`src/rtl/mbox_pkg.sv`:
```
package mbox_pkg;

    localparam int MAX_CH = 16;
    localparam int BUS_AW = 9;

    typedef enum logic [2:0] {
        RG_NONE,
        RG_PEER_EN,
        RG_PEER_ST,
        RG_OWN_EN,
        RG_OWN_ST,
        RG_FIFO_ST,
        RG_MSG_CNT,
        RG_DATA
    } reg_kind_e;

    typedef struct packed {
        reg_kind_e  kind;
        logic [3:0] ch;
    } reg_sel_t;

    // Map a byte address of either port onto a register kind and channel.
    function automatic reg_sel_t decode_addr(input logic [BUS_AW-1:0] a, input int nch);
        reg_sel_t r;
        r.kind = RG_NONE;
        r.ch   = a[5:2];
        if (a[1:0] == 2'b00) begin
            if (a[8]) begin
                if (int'(a[5:2]) < nch) begin
                    unique case (a[7:6])
                        2'd0:    r.kind = RG_FIFO_ST;
                        2'd1:    r.kind = RG_MSG_CNT;
                        2'd2:    r.kind = RG_DATA;
                        default: r.kind = RG_NONE;
                    endcase
                end
            end else if (a[7:6] == 2'b01 && a[3:2] == 2'b00) begin
                unique case (a[5:4])
                    2'd0:    r.kind = RG_PEER_EN;
                    2'd1:    r.kind = RG_PEER_ST;
                    2'd2:    r.kind = RG_OWN_EN;
                    default: r.kind = RG_OWN_ST;
                endcase
            end
        end
        return r;
    endfunction

endpackage

```
`src/rtl/mbox_fifo.sv`:
```
module mbox_fifo #(
    parameter int DW    = 32,
    parameter int DEPTH = 4,
    localparam int CW   = $clog2(DEPTH + 1),
    localparam int PW   = (DEPTH > 1) ? $clog2(DEPTH) : 1
) (
    input  logic          clk,
    input  logic          rst,
    input  logic          push,
    input  logic [DW-1:0] wdata,
    input  logic          pop,
    output logic [DW-1:0] head,
    output logic [CW-1:0] count,
    output logic          full,
    output logic          empty
);

    logic [DW-1:0] mem [DEPTH];
    logic [PW-1:0] wr_ptr, rd_ptr;
    logic          push_ok, pop_ok;

    function automatic logic [PW-1:0] ptr_next(input logic [PW-1:0] p);
        return (p == PW'(DEPTH - 1)) ? '0 : p + 1'b1;
    endfunction

    assign full    = (count == CW'(DEPTH));
    assign empty   = (count == '0);
    assign pop_ok  = pop && !empty;
    assign push_ok = push && (!full || pop);
    assign head    = mem[rd_ptr];

    always_ff @(posedge clk) begin
        if (push_ok) begin
            mem[wr_ptr] <= wdata;
        end
    end

    always_ff @(posedge clk) begin
        if (rst) begin
            wr_ptr <= '0;
            rd_ptr <= '0;
            count  <= '0;
        end else begin
            if (push_ok) wr_ptr <= ptr_next(wr_ptr);
            if (pop_ok)  rd_ptr <= ptr_next(rd_ptr);
            unique case ({push_ok, pop_ok})
                2'b10:   count <= count + 1'b1;
                2'b01:   count <= count - 1'b1;
                default: count <= count;
            endcase
        end
    end

    AST_COUNT_BOUND: assert property (@(posedge clk) disable iff (rst) count <= CW'(DEPTH));
    AST_FULL_DROP: assert property (@(posedge clk) disable iff (rst) (full && push && !pop) |=> (count == $past(count)));
    AST_EMPTY_READ: assert property (@(posedge clk) disable iff (rst) (empty && pop && !push) |=> empty);
    AST_FULL_BOTH: assert property (@(posedge clk) disable iff (rst) (full && push && pop) |=> full);

endmodule

```
`src/rtl/mbox_side.sv`:
```
module mbox_side
    import mbox_pkg::*;
#(
    parameter int             NCH     = 8,
    parameter int             DW      = 32,
    parameter int             DEPTH   = 4,
    parameter logic [NCH-1:0] TX_MASK = '0,
    parameter logic [NCH-1:0] RX_MASK = '0,
    localparam int            CW      = $clog2(DEPTH + 1),
    localparam int            CHW     = (NCH > 1) ? $clog2(NCH) : 1
) (
    input  logic                         clk,
    input  logic                         rst,
    input  logic                         sel,
    input  logic                         wr,
    input  logic [BUS_AW-1:0]            addr,
    input  logic [DW-1:0]                wdata,
    output logic [DW-1:0]                rdata,
    output logic                         irq,
    output logic [NCH-1:0]               push,
    output logic [NCH-1:0]               pop,
    input  logic [NCH-1:0]               ch_full,
    input  logic [NCH-1:0]               ch_empty,
    input  logic [NCH-1:0][CW-1:0]       ch_count,
    input  logic [NCH-1:0][DW-1:0]       ch_head,
    input  logic [DW-1:0]                peer_en,
    input  logic [DW-1:0]                peer_st,
    output logic [DW-1:0]                own_en,
    output logic [DW-1:0]                own_st
);

    localparam logic [DW-1:0] EN_MASK = DW'((64'(1) << (2 * NCH)) - 64'(1));

    reg_sel_t       rs;
    logic           rd_req, wr_req, clr_hit;
    logic [CHW-1:0] ci;
    logic [NCH-1:0] rx_pend;
    logic [DW-1:0]  rd_next;

    assign rs      = decode_addr(addr, NCH);
    assign ci      = rs.ch[CHW-1:0];
    assign rd_req  = sel && !wr;
    assign wr_req  = sel && wr;
    assign clr_hit = wr_req && (rs.kind == RG_OWN_ST);

    // Per-channel data strobes, gated by channel direction.
    for (genvar n = 0; n < NCH; n++) begin : g_strobe
        assign push[n] = wr_req && (rs.kind == RG_DATA) && (rs.ch == 4'(n)) && TX_MASK[n];
        assign pop[n]  = rd_req && (rs.kind == RG_DATA) && (rs.ch == 4'(n)) && RX_MASK[n];
    end

    // Status word: sticky receive-pending and live transmit-space.
    always_comb begin
        own_st = '0;
        for (int n = 0; n < NCH; n++) begin
            own_st[2*n]   = rx_pend[n];
            own_st[2*n+1] = TX_MASK[n] & ~ch_full[n];
        end
    end

    always_ff @(posedge clk) begin
        if (rst) begin
            rx_pend <= '0;
        end else begin
            for (int n = 0; n < NCH; n++) begin
                rx_pend[n] <= (rx_pend[n] & ~(clr_hit && wdata[2*n])) | (RX_MASK[n] & ~ch_empty[n]);
            end
        end
    end

    always_ff @(posedge clk) begin
        if (rst) begin
            own_en <= '0;
        end else if (wr_req && rs.kind == RG_OWN_EN) begin
            own_en <= wdata & EN_MASK;
        end
    end

    assign irq = |(own_en & own_st);

    always_comb begin
        unique case (rs.kind)
            RG_PEER_EN: rd_next = peer_en;
            RG_PEER_ST: rd_next = peer_st;
            RG_OWN_EN:  rd_next = own_en;
            RG_OWN_ST:  rd_next = own_st;
            RG_FIFO_ST: rd_next = DW'(ch_full[ci]);
            RG_MSG_CNT: rd_next = DW'(ch_count[ci]);
            RG_DATA:    rd_next = (RX_MASK[ci] && !ch_empty[ci]) ? ch_head[ci] : '0;
            default:    rd_next = '0;
        endcase
    end

    always_ff @(posedge clk) begin
        if (rst) begin
            rdata <= '0;
        end else if (rd_req) begin
            rdata <= rd_next;
        end
    end

    for (genvar n = 0; n < NCH; n++) begin : g_chk
        if (RX_MASK[n]) begin : g_rx
            AST_RX_SET: assert property (@(posedge clk) disable iff (rst) !ch_empty[n] |=> own_st[2*n]);
            AST_W1C_CLEAR: assert property (@(posedge clk) disable iff (rst) (clr_hit && wdata[2*n] && ch_empty[n]) |=> !own_st[2*n]);
        end else begin : g_norx
            AST_RX_IDLE: assert property (@(posedge clk) disable iff (rst) !own_st[2*n]);
        end
    end

    AST_EN_HOLD: assert property (@(posedge clk) disable iff (rst) !(wr_req && rs.kind == RG_OWN_EN) |=> $stable(own_en));

endmodule

```
`src/rtl/mailbox_dual.sv`:
```
module mailbox_dual
    import mbox_pkg::*;
#(
    parameter int             NCH         = 8,
    parameter int             DEPTH       = 4,
    parameter int             DW          = 32,
    parameter logic [NCH-1:0] LOCAL_SENDS = NCH'({((NCH + 1) / 2){2'b01}}),
    localparam int            CW          = $clog2(DEPTH + 1)
) (
    input  logic              clk,
    input  logic              rst,
    input  logic              loc_sel,
    input  logic              loc_wr,
    input  logic [BUS_AW-1:0] loc_addr,
    input  logic [DW-1:0]     loc_wdata,
    output logic [DW-1:0]     loc_rdata,
    output logic              loc_irq,
    input  logic              rem_sel,
    input  logic              rem_wr,
    input  logic [BUS_AW-1:0] rem_addr,
    input  logic [DW-1:0]     rem_wdata,
    output logic [DW-1:0]     rem_rdata,
    output logic              rem_irq
);

    logic [NCH-1:0]         ch_full, ch_empty;
    logic [NCH-1:0][CW-1:0] ch_count;
    logic [NCH-1:0][DW-1:0] ch_head;
    logic [NCH-1:0][DW-1:0] ch_wdata;
    logic [NCH-1:0]         loc_push, loc_pop, rem_push, rem_pop;
    logic [DW-1:0]          loc_en, loc_st, rem_en, rem_st;

    for (genvar n = 0; n < NCH; n++) begin : g_ch
        if (LOCAL_SENDS[n]) begin : g_l2r
            assign ch_wdata[n] = loc_wdata;
        end else begin : g_r2l
            assign ch_wdata[n] = rem_wdata;
        end

        mbox_fifo #(
            .DW    (DW),
            .DEPTH (DEPTH)
        ) i_fifo (
            .clk   (clk),
            .rst   (rst),
            .push  (loc_push[n] | rem_push[n]),
            .wdata (ch_wdata[n]),
            .pop   (loc_pop[n] | rem_pop[n]),
            .head  (ch_head[n]),
            .count (ch_count[n]),
            .full  (ch_full[n]),
            .empty (ch_empty[n])
        );
    end

    mbox_side #(
        .NCH     (NCH),
        .DW      (DW),
        .DEPTH   (DEPTH),
        .TX_MASK (LOCAL_SENDS),
        .RX_MASK (~LOCAL_SENDS)
    ) i_loc (
        .clk      (clk),
        .rst      (rst),
        .sel      (loc_sel),
        .wr       (loc_wr),
        .addr     (loc_addr),
        .wdata    (loc_wdata),
        .rdata    (loc_rdata),
        .irq      (loc_irq),
        .push     (loc_push),
        .pop      (loc_pop),
        .ch_full  (ch_full),
        .ch_empty (ch_empty),
        .ch_count (ch_count),
        .ch_head  (ch_head),
        .peer_en  (rem_en),
        .peer_st  (rem_st),
        .own_en   (loc_en),
        .own_st   (loc_st)
    );

    mbox_side #(
        .NCH     (NCH),
        .DW      (DW),
        .DEPTH   (DEPTH),
        .TX_MASK (~LOCAL_SENDS),
        .RX_MASK (LOCAL_SENDS)
    ) i_rem (
        .clk      (clk),
        .rst      (rst),
        .sel      (rem_sel),
        .wr       (rem_wr),
        .addr     (rem_addr),
        .wdata    (rem_wdata),
        .rdata    (rem_rdata),
        .irq      (rem_irq),
        .push     (rem_push),
        .pop      (rem_pop),
        .ch_full  (ch_full),
        .ch_empty (ch_empty),
        .ch_count (ch_count),
        .ch_head  (ch_head),
        .peer_en  (loc_en),
        .peer_st  (loc_st),
        .own_en   (rem_en),
        .own_st   (rem_st)
    );

endmodule

```
`config.mk`:
```
export PLATFORM = sky130hd
export DESIGN_NAME = mailbox_dual
export DESIGN_NICKNAME = d
export VERILOG_FILES = /design/src/rtl/mbox_pkg.sv /design/src/rtl/mbox_fifo.sv /design/src/rtl/mbox_side.sv /design/src/rtl/mailbox_dual.sv
export SDC_FILE = /design/constraint.sdc
export NUM_CORES = 1
export LEC_CHECK = 0
export BUFFER_PORTS_ARGS = -buffer_cell sky130_fd_sc_hd__buf_4
export CORE_UTILIZATION = 44
export CTS_CLUSTER_SIZE = 28
export DETAILED_ROUTE_END_ITERATION = 16
export SLEW_MARGIN = 20
export SYNTH_ARGS = -nofsm -noshare
export SYNTH_HDL_FRONTEND = slang
export SYNTH_HIERARCHICAL = 1
export SYNTH_SLANG_ARGS = --single-unit
```
`constraint.sdc`:
```
create_clock -name clk -period 7.4 [get_ports clk]
set_input_delay 1.11 -clock clk [delete_from_list [all_inputs] [get_ports clk]]
set_output_delay 1.11 -clock clk [all_outputs]
set_load 0.02 [all_outputs]
```
==> results of run 1 <==
==> flip-flops by register name (all words and copies together), names as in the netlist, named ones only <==
register	cells
g_ch.i_fifo/mem	1024
i_rem/rx_pend	8
i_rem/own_en	16
g_ch.i_fifo/wr_ptr	16
g_ch.i_fifo/rd_ptr	16
i_rem/rdata	32
i_loc/rdata	32
i_loc/own_en	16
g_ch.i_fifo/count	24
i_loc/rx_pend	8
==> placed cells by master, fill, tap and decap left out, types with 9 or more instances in the layout <==
cell type and count:
o22ai_1 16, dfxtp_1 168, edfxtp_1 1024, clkbuf_16 121
bufinv_16 12, and3_1 11, o21ai_0 50, or4b_4 10
clkbuf_1 23, nor2_1 95, inv_1 71, a31oi_1 28
or2_1 16, a21oi_1 88, a22oi_1 23, o31ai_1 10
a211oi_1 13, a221oi_1 21, o31ai_2 17, xor2_1 16
a222oi_1 13, ha_1 60, buf_4 188, mux2i_1 69
clkinv_1 20, or3_1 18, clkinv_2 27, nor3_1 23
nand2_1 208, o2bb2ai_1 9, nor3b_1 11, a22o_1 41
dfxtp_2 16, mux4_2 399, nand3_1 49, conb_1 88
and3_2 32
==> kinds of logic (layout without fill, tap and decap cells) <==
group                      after synthesis  in the layout  share of synthesized area
AOI/OAI and AO/OA                      365            365                    0.05048
xor gates and xnor gates                16             16                   0.002679
adders and majority gates               68             68                    0.01742
buffers and inverters                  331            486                    0.03280
DFF                                   1208           1208                     0.6584
muxes                                  473            473                     0.1861
other                                    2             88                  0.0001436
and+or+nand+nor                        531            531                    0.05201
==> path summary, 6_finish.rpt <==
| kind | end | start | slack (ns) |
|---|---|---|---|
| max | g_ch[1].i_fifo/count[2]$_SDFFE_PP0P_ | loc_addr[4] | 2.14 |
| min | i_loc/rdata[29]$_SDFFE_PP0P_ | i_loc/rdata[29]$_SDFFE_PP0P_ | 0.47 |
| max reg2reg | i_rem/rdata[8]$_SDFFE_PP0P_ | flip-flop | 4.17 |
| min reg2reg | i_loc/rdata[29]$_SDFFE_PP0P_ | i_loc/rdata[29]$_SDFFE_PP0P_ | 0.47 |
==> worst min-delay path, stage by stage (launching register included) <==
cell     delay (ns)
dfxtp_1        0.34
nand2_1        0.05
o21ai_0        0.06
==> metrics by stage <==
| step | total power [uW] | util | worst slack, ns | cell area [um^2] |
|---|---|---|---|---|
| final | 18390 | 0.4959 | 2.138 | 58470 |
| after global routing | 19010 | 0.4959 | 1.967 | 58470 |
| after CTS | 18580 | 0.4959 | 2.285 | 58470 |
| after detailed placement | 12530 | 0.4626 | 1.530 | 54550 |
| after global placement | 12430 | 0.4626 | 1.692 | 54550 |
| after floorplan | 10840 | - | 1.898 | 52620 |
==> power by group <==
part	internal, uW	leakage [uW]	switching, uW
logic	1670	0.00633	2360
clock network	3500	0.00192	2580
registers	7950	0.0109	345
total	13100	0.0192	5280
==> synth_stat cells (4+ instances only) <==
master | count | share of area
or3_1 | 18 | 0.0022
mux2i_1 | 69 | 0.013
nand2b_1 | 6 | 0.00072
nor3b_1 | 11 | 0.0016
xor2_1 | 16 | 0.0027
or4b_4 | 10 | 0.0026
buf_4 | 90 | 0.013
clkbuf_1 | 79 | 0.0057
a31oi_1 | 28 | 0.0033
o2bb2ai_1 | 9 | 0.0015
nand2_1 | 208 | 0.015
or2_1 | 16 | 0.0019
a21oi_1 | 88 | 0.0084
nand4b_1 | 8 | 0.0013
o31ai_2 | 17 | 0.0041
nor3_2 | 6 | 0.0011
o21ai_0 | 50 | 0.0048
mux4_2 | 399 | 0.17
a222oi_1 | 13 | 0.0025
o22ai_1 | 16 | 0.0019
a22o_1 | 42 | 0.0070
ha_1 | 60 | 0.014
a22oi_1 | 23 | 0.0033
a211oi_1 | 14 | 0.0020
and3_2 | 32 | 0.0046
nor2_1 | 95 | 0.0068
buf_2 | 63 | 0.0060
buf_6 | 6 | 0.0013
inv_1 | 72 | 0.0052
and3_1 | 11 | 0.0013
o21a_1 | 4 | 0.00057
edfxtp_1 | 1024 | 0.59
fa_1 | 8 | 0.0031
mux2_2 | 5 | 0.0011
dfxtp_1 | 184 | 0.070
nor3_1 | 23 | 0.0022
nor2b_1 | 4 | 0.00048
and2_4 | 8 | 0.0013
nor4_1 | 7 | 0.00084
a221oi_1 | 21 | 0.0035
buf_1 | 20 | 0.0014
o22a_1 | 5 | 0.00084
o31ai_1 | 10 | 0.0014
nand3_1 | 49 | 0.0047
==> routing by layer <==
| layer | wire, um | track usage | vias to the layer above |
|---|---|---|---|
| li1 | - | - | 12210 |
| met1 | 58430 | 0.3187 | 15000 |
| met2 | 80690 | 0.4545 | 1093 |
| met3 | 8205 | 0.03268 | 230 |
| met4 | 7530 | 0.1182 | 10 |
| met5 | 69 | 0 | - |
==> area by class of cell <==
type / instances / area (um^2) / share of cell area
Clock inverter: 74 / 701.9 / 0.01200
Inverter: 72 / 270.3 / 0.004622
Tap cell: 1536 / 1922 / 0.03287
Multi-Input combinational cell: 1541 / 16490 / 0.2820
Clock buffer: 152 / 3224 / 0.05514
Sequential cell: 1208 / 34450 / 0.5892
Timing Repair Buffer: 188 / 1411 / 0.02414
==> summary.md, run 1 <==
| Metric | Value |
|---|---|
| Worst Hold Path Cells | `2` |
| CP Class | `in2reg` |
| GR Overflow Total | `0` |
| Startpoint Class | `input port` |
| Antenna cells | `0` |
| Maximum VDD drop | `0.2156 mV` |
| Post-CTS setup buffers | `0` |
| Pwr/cell area | `314.5 nW/um^2` |
| Worst hold path type | `reg2reg` |
| Yosys cell types | `75` |
| Cells along the critical path | `buf_4, inv_1, ha_1, nor2_1, a22oi_4, and2_1, nand3_1, nor3_1, or2_1, or4b_4, and2_4, inv_1, ha_1, inv_1, fa_1, xor2_1, or3_1, a21oi_1` |
| Setup Total Neg Slack | `0 ns` |
| Fmax achieved | `0.1900 GHz` |
| Max-Cap Viols | `0` |
| Ys Warns | `6` |
| Residual DRC count | `0` |
| #FFs+latches synth | `1208` |
| Final HPWL DP | `108.9 mm` |
| Reg clk slew, reported paths | `0.06 ns` |
| CTS root buf | `clkbuf_16` |
| Share of flip-flops with an asynchronous set or reset | `0` |
| Routed len/inst | `32.47 um` |
| Clk_skew | `0.02860 ns` |
| Area delta synth->final | `11.80%` |
| Run status | `completed` |
| Row cnt | `126` |
| EDFF count, synth | `1024` |
| Area of the mapped netlist | `52300 um^2` |
| Initial antenna violation count | `7` |
| DRT Pass-1 Iters | `6` |
| Total CTS buffers | `121` |
| PortBufs | `153` |
| RSZ-0062 raised after global routing | `false` |
| Largest net degree at the start of global routing | `83` |
| Cells after DPL | `4545` |
| R2R depth | `6` |
| H-tree levels | `3` |
| Crit share post-route | `0.7111` |
| Initial Utilization | `0.4435` |
| Max Slew Vio Count | `0` |
| Crit path depth | `18` |
| DR vias | `28540` |
| Slew headroom | `0.2247` |
| Mean area per synthesized cell | `17.47 um^2` |
| Initial drt markers | `2686` |
| CP bufs+invs | `4` |
| Final GP Congestion | `0.9323` |
| Top delay family on crit path | `simple AND/OR/NAND/NOR gates` |
| First-pass GRT wire length | `218.4 mm` |
| Critical path capture point type | `flip-flop` |
| Post-Syn Instances | `2994` |
| Vias in the first global route | `28730` |
| Most frequent CP cell | `inv_1` |
| Final net count | `3288` |
| Sequential fraction of the synthesis area | `0.6584` |
| Least-Margin Pin Slew | `1.159 ns` |
| Finished Layout Cells | `4771` |
| Post-Route WL | `154.9 mm` |
| GRT Overall Usage | `0.2588` |
| Tmin final | `5.262 ns` |
| Max Buffers Root-to-Sink | `3` |
| TritonCTS Sinks | `1208` |
| Top FF cell, synth | `edfxtp_1` |
| Worst-Skew Late Latency | `0.71 ns` |
| Post-cts resize count | `0` |
| Die Area | `120200 um^2` |
| Die W | `346.8 um` |
| Setup violators final | `0` |
| Critical Path AT | `5.88 ns` |
| Total leakage power | `0.01915 uW` |
| Critical-path top delay cell | `or4b_4` |
| Critical Path RT | `8.02 ns` |
| Layout cells sized above 1 | `0.2760` |
| Die height | `346.8 um` |
| Via/cell ratio | `5.983` |
| CP Max Fanout | `45` |
| Routed Antenna Nets | `0` |
| CP peak stage delay | `0.53 ns` |
| Ports | `154` |
| Hold slack | `0.4750 ns` |
| CTS tree | `built` |
| Hold Fails Final Rpt | `0` |
| FILL cells | `9678` |
| Core Box Area | `117900 um^2` |
| Hold buffer count at CTS | `0` |
(Power assumes the default switching activity.)
==> run 2: changes to the inputs <==
clock period = 5.05 ns   (was 7.4 ns; I/O delays follow)
==> run 2 against run 1 <==
Against the previous run: setup slack worse by 0.98 ns; clock power grew 53%; utilization grew 0.68 points; critical path depth unchanged; non-clock buffer count up 67; flip-flop and latch count stayed put; total power up 48%; cell count up 1.7%; critical path type unchanged; first-iteration DRC count is 20% higher; count of clock-buffer cells in the layout up 22; sequential power rose by 50%; via count increased by 3.2%.
==> summary.md, run 2 (synthesis gave the netlist of run 1 again) <==
| Metric | Value |
|---|---|
| Run status | `completed` |
| Least-Margin Pin Slew | `1.110 ns (-0.04904 ns)` |
| Post-cts resize count | `0 (unchanged)` |
| CP Max Fanout | `8 (-82%)` |
| First-pass GRT wire length | `221.8 mm (+1.6%)` |
| DRT Pass-1 Iters | `7 (+1)` |
| Hold buffer count at CTS | `0 (unchanged)` |
| Layout cells sized above 1 | `0.2877 (+0.01161)` |
| CTS root buf | `clkbuf_16` |
| RSZ-0062 raised after global routing | `false` |
| Post-CTS setup buffers | `0 (unchanged)` |
| Biggest registers after layout | `g_ch.i_fifo/mem (1024), i_loc/rdata (32), i_rem/rdata (32)` |
| DR vias | `29460 (+3.2%)` |
| Final net count | `3364 (+2.3%)` |
| Setup Total Neg Slack | `0 ns (unchanged)` |
| Hold Fails Final Rpt | `0 (unchanged)` |
| Final GP Congestion | `0.9794 (+5.1%)` |
| Routed len/inst | `32.30 um (-0.53%)` |
| Finished Layout Cells | `4850 (+1.7%)` |
| CP Class | `in2reg` |
| Critical Path RT | `5.71 ns (-2.31 ns)` |
| Reg-to-reg setup timing slack | `1.60 ns (-2.57 ns)` |
| Max Buffers Root-to-Sink | `3 (unchanged)` |
| Area delta synth->final | `13.33%` |
| Fmax achieved | `0.2566 GHz` |
| CTS tree | `built` |
| Max-Cap Viols | `0 (unchanged)` |
| FILL cells | `9669 (-0.093%)` |
| Tmin final | `3.897 ns` |
| Total leakage power | `0.01961 uW (+2.4%)` |
| Worst hold path type | `in2reg` |
| Die height | `346.8 um (unchanged)` |
| Initial antenna violation count | `4 (-3)` |
| Commonest non-fill, non-tap cell in the layout | `edfxtp_1` |
| Largest register by flop count | `g_ch.i_fifo/mem` |
| Max FFs per register | `1024 (unchanged)` |
| Routed Antenna Nets | `0 (unchanged)` |
| Critical path capture point type | `flip-flop` |
| Commonest non-fill, non-tap cells in the layout | `1024 x edfxtp_1, 399 x mux4_2, 248 x buf_4` |
| Critical Path AT | `4.56 ns (-1.32 ns)` |
| Core Box Area | `117900 um^2 (unchanged)` |
| Startpoint Class | `input port` |
| Area of the multi-input gates | `16490 um^2 (about the same)` |
| Vias in the first global route | `29510 (+2.7%)` |
| Slew headroom | `0.2575 (+0.03280)` |
| GRT Overall Usage | `0.2623 (+0.003544)` |
| FF+latch area | `34460 um^2 (about the same)` |
| Reg clk slew, reported paths | `0.06 ns (about the same)` |
| Die W | `346.8 um (unchanged)` |
| Cells after DPL | `4612 (+1.5%)` |
| Row cnt | `126 (unchanged)` |
| Clk_skew | `0.02853 ns (-0.00006280 ns)` |
| Die Area | `120200 um^2 (unchanged)` |
| Final HPWL DP | `110.0 mm (+0.92%)` |
| PortBufs | `153 (unchanged)` |
| Setup violators final | `0 (unchanged)` |
| Max Slew Vio Count | `0 (unchanged)` |
| Maximum VDD drop | `0.3233 mV (+50%)` |
| H-tree levels | `4 (+1)` |
| Crit share post-route | `0.7716` |
| GR Overflow Total | `0 (unchanged)` |
| Initial drt markers | `3217 (+20%)` |
| Residual DRC count | `0 (unchanged)` |
| Total CTS buffers | `130 (+7.4%)` |
| Largest net degree at the start of global routing | `64 (-23%)` |
| TritonCTS Sinks | `1208 (unchanged)` |
| Worst-Skew Late Latency | `0.75 ns (+0.04 ns)` |
| Ports | `154 (unchanged)` |
| Via/cell ratio | `6.075 (+1.5%)` |
| Post-Route WL | `156.7 mm (+1.1%)` |
| Initial Utilization | `0.4435 (unchanged)` |
| Pwr/cell area | `460.6 nW/um^2 (+46%)` |
-- run 2: changes by cell type in the layout (fill, tap and decap cells not counted), moves of 5 or more --
| cell | change |
|---|---|
| buf_12 | +7 |
| buf_4 | +60 |
| clkbuf_1 | +18 |
| clkbuf_16 | +10 |
| clkbuf_8 | -6 |
| clkinv_2 | -12 |
| clkinvlp_4 | -5 |
-- run 2: layout make-up --
cell class,count,area share
Clock buffer,174,0.05837
Sequential cell,1208,0.5813
Tap cell,1536,0.03242
Timing Repair Buffer,255,0.03377
Antenna cell,1,0.00004222
Inverter,72,0.004560
Clock inverter,63,0.01129
Multi-Input combinational cell,1541,0.2782
-- run 2: report_power, final --
group | total, uW | switching (uW) | internal [uW]
sequential | 12400 | 798 | 11600
combinational | 5590 | 3080 | 2510
clock | 9280 | 3980 | 5290
-- run 2: critical path, cell delays in order --
cell,delay (ns)
buf_4,0.13
inv_1,0.08
ha_1,0.22
nor2_1,0.35
a22oi_4,0.10
and2_1,0.20
nand3_1,0.33
nor3_1,0.11
or2_1,0.24
or4b_4,0.54
and2_4,0.20
inv_1,0.06
ha_1,0.18
inv_1,0.06
fa_1,0.37
xor2_1,0.16
or3_1,0.31
a21oi_1,0.15
-- run 2: worst paths after layout --
| path | startpoint | to | cells past startpoint |
|---|---|---|---|
| max | loc_addr[5] | g_ch[1].i_fifo/count[2]$_SDFFE_PP0P_ | 18 |
| min | rem_wdata[30] | g_ch[7].i_fifo/mem[3][30]$_DFFE_PP_ | 1 |
| max reg2reg | flip-flop | i_loc/rdata[30]$_SDFFE_PP0P_ | 7 |
| min reg2reg | i_loc/rdata[22]$_SDFFE_PP0P_ | i_loc/rdata[22]$_SDFFE_PP0P_ | 2 |
-- run 2: routing by layer --
metal  wire length [um]  GRT usage  share of wire  vias to the layer above
met5                 34          0        0.00022                        -
met4               8468     0.1316          0.054                        4
met3               9544    0.04007          0.061                      287
met2              76430     0.4288           0.49                     1231
met1              62170     0.3424           0.40                    15580
li1                   -          -              -                    12370
-- run 2: stage by stage --
stage               hold WS [ns]  utilization  area [um^2]  worst slack, ns  total power (uW)
finish                    0.3098       0.5026        59270            1.153             27300
detailed placement        0.4525       0.4676        55140           0.4449             18330
global route              0.2803       0.5026        59270            1.026             28230
floorplan                 0.4373            -        52620          0.02337             15880
CTS                       0.2534       0.5026        59270            1.226             27580
global placement          0.4400       0.4676        55140           0.5520             18180
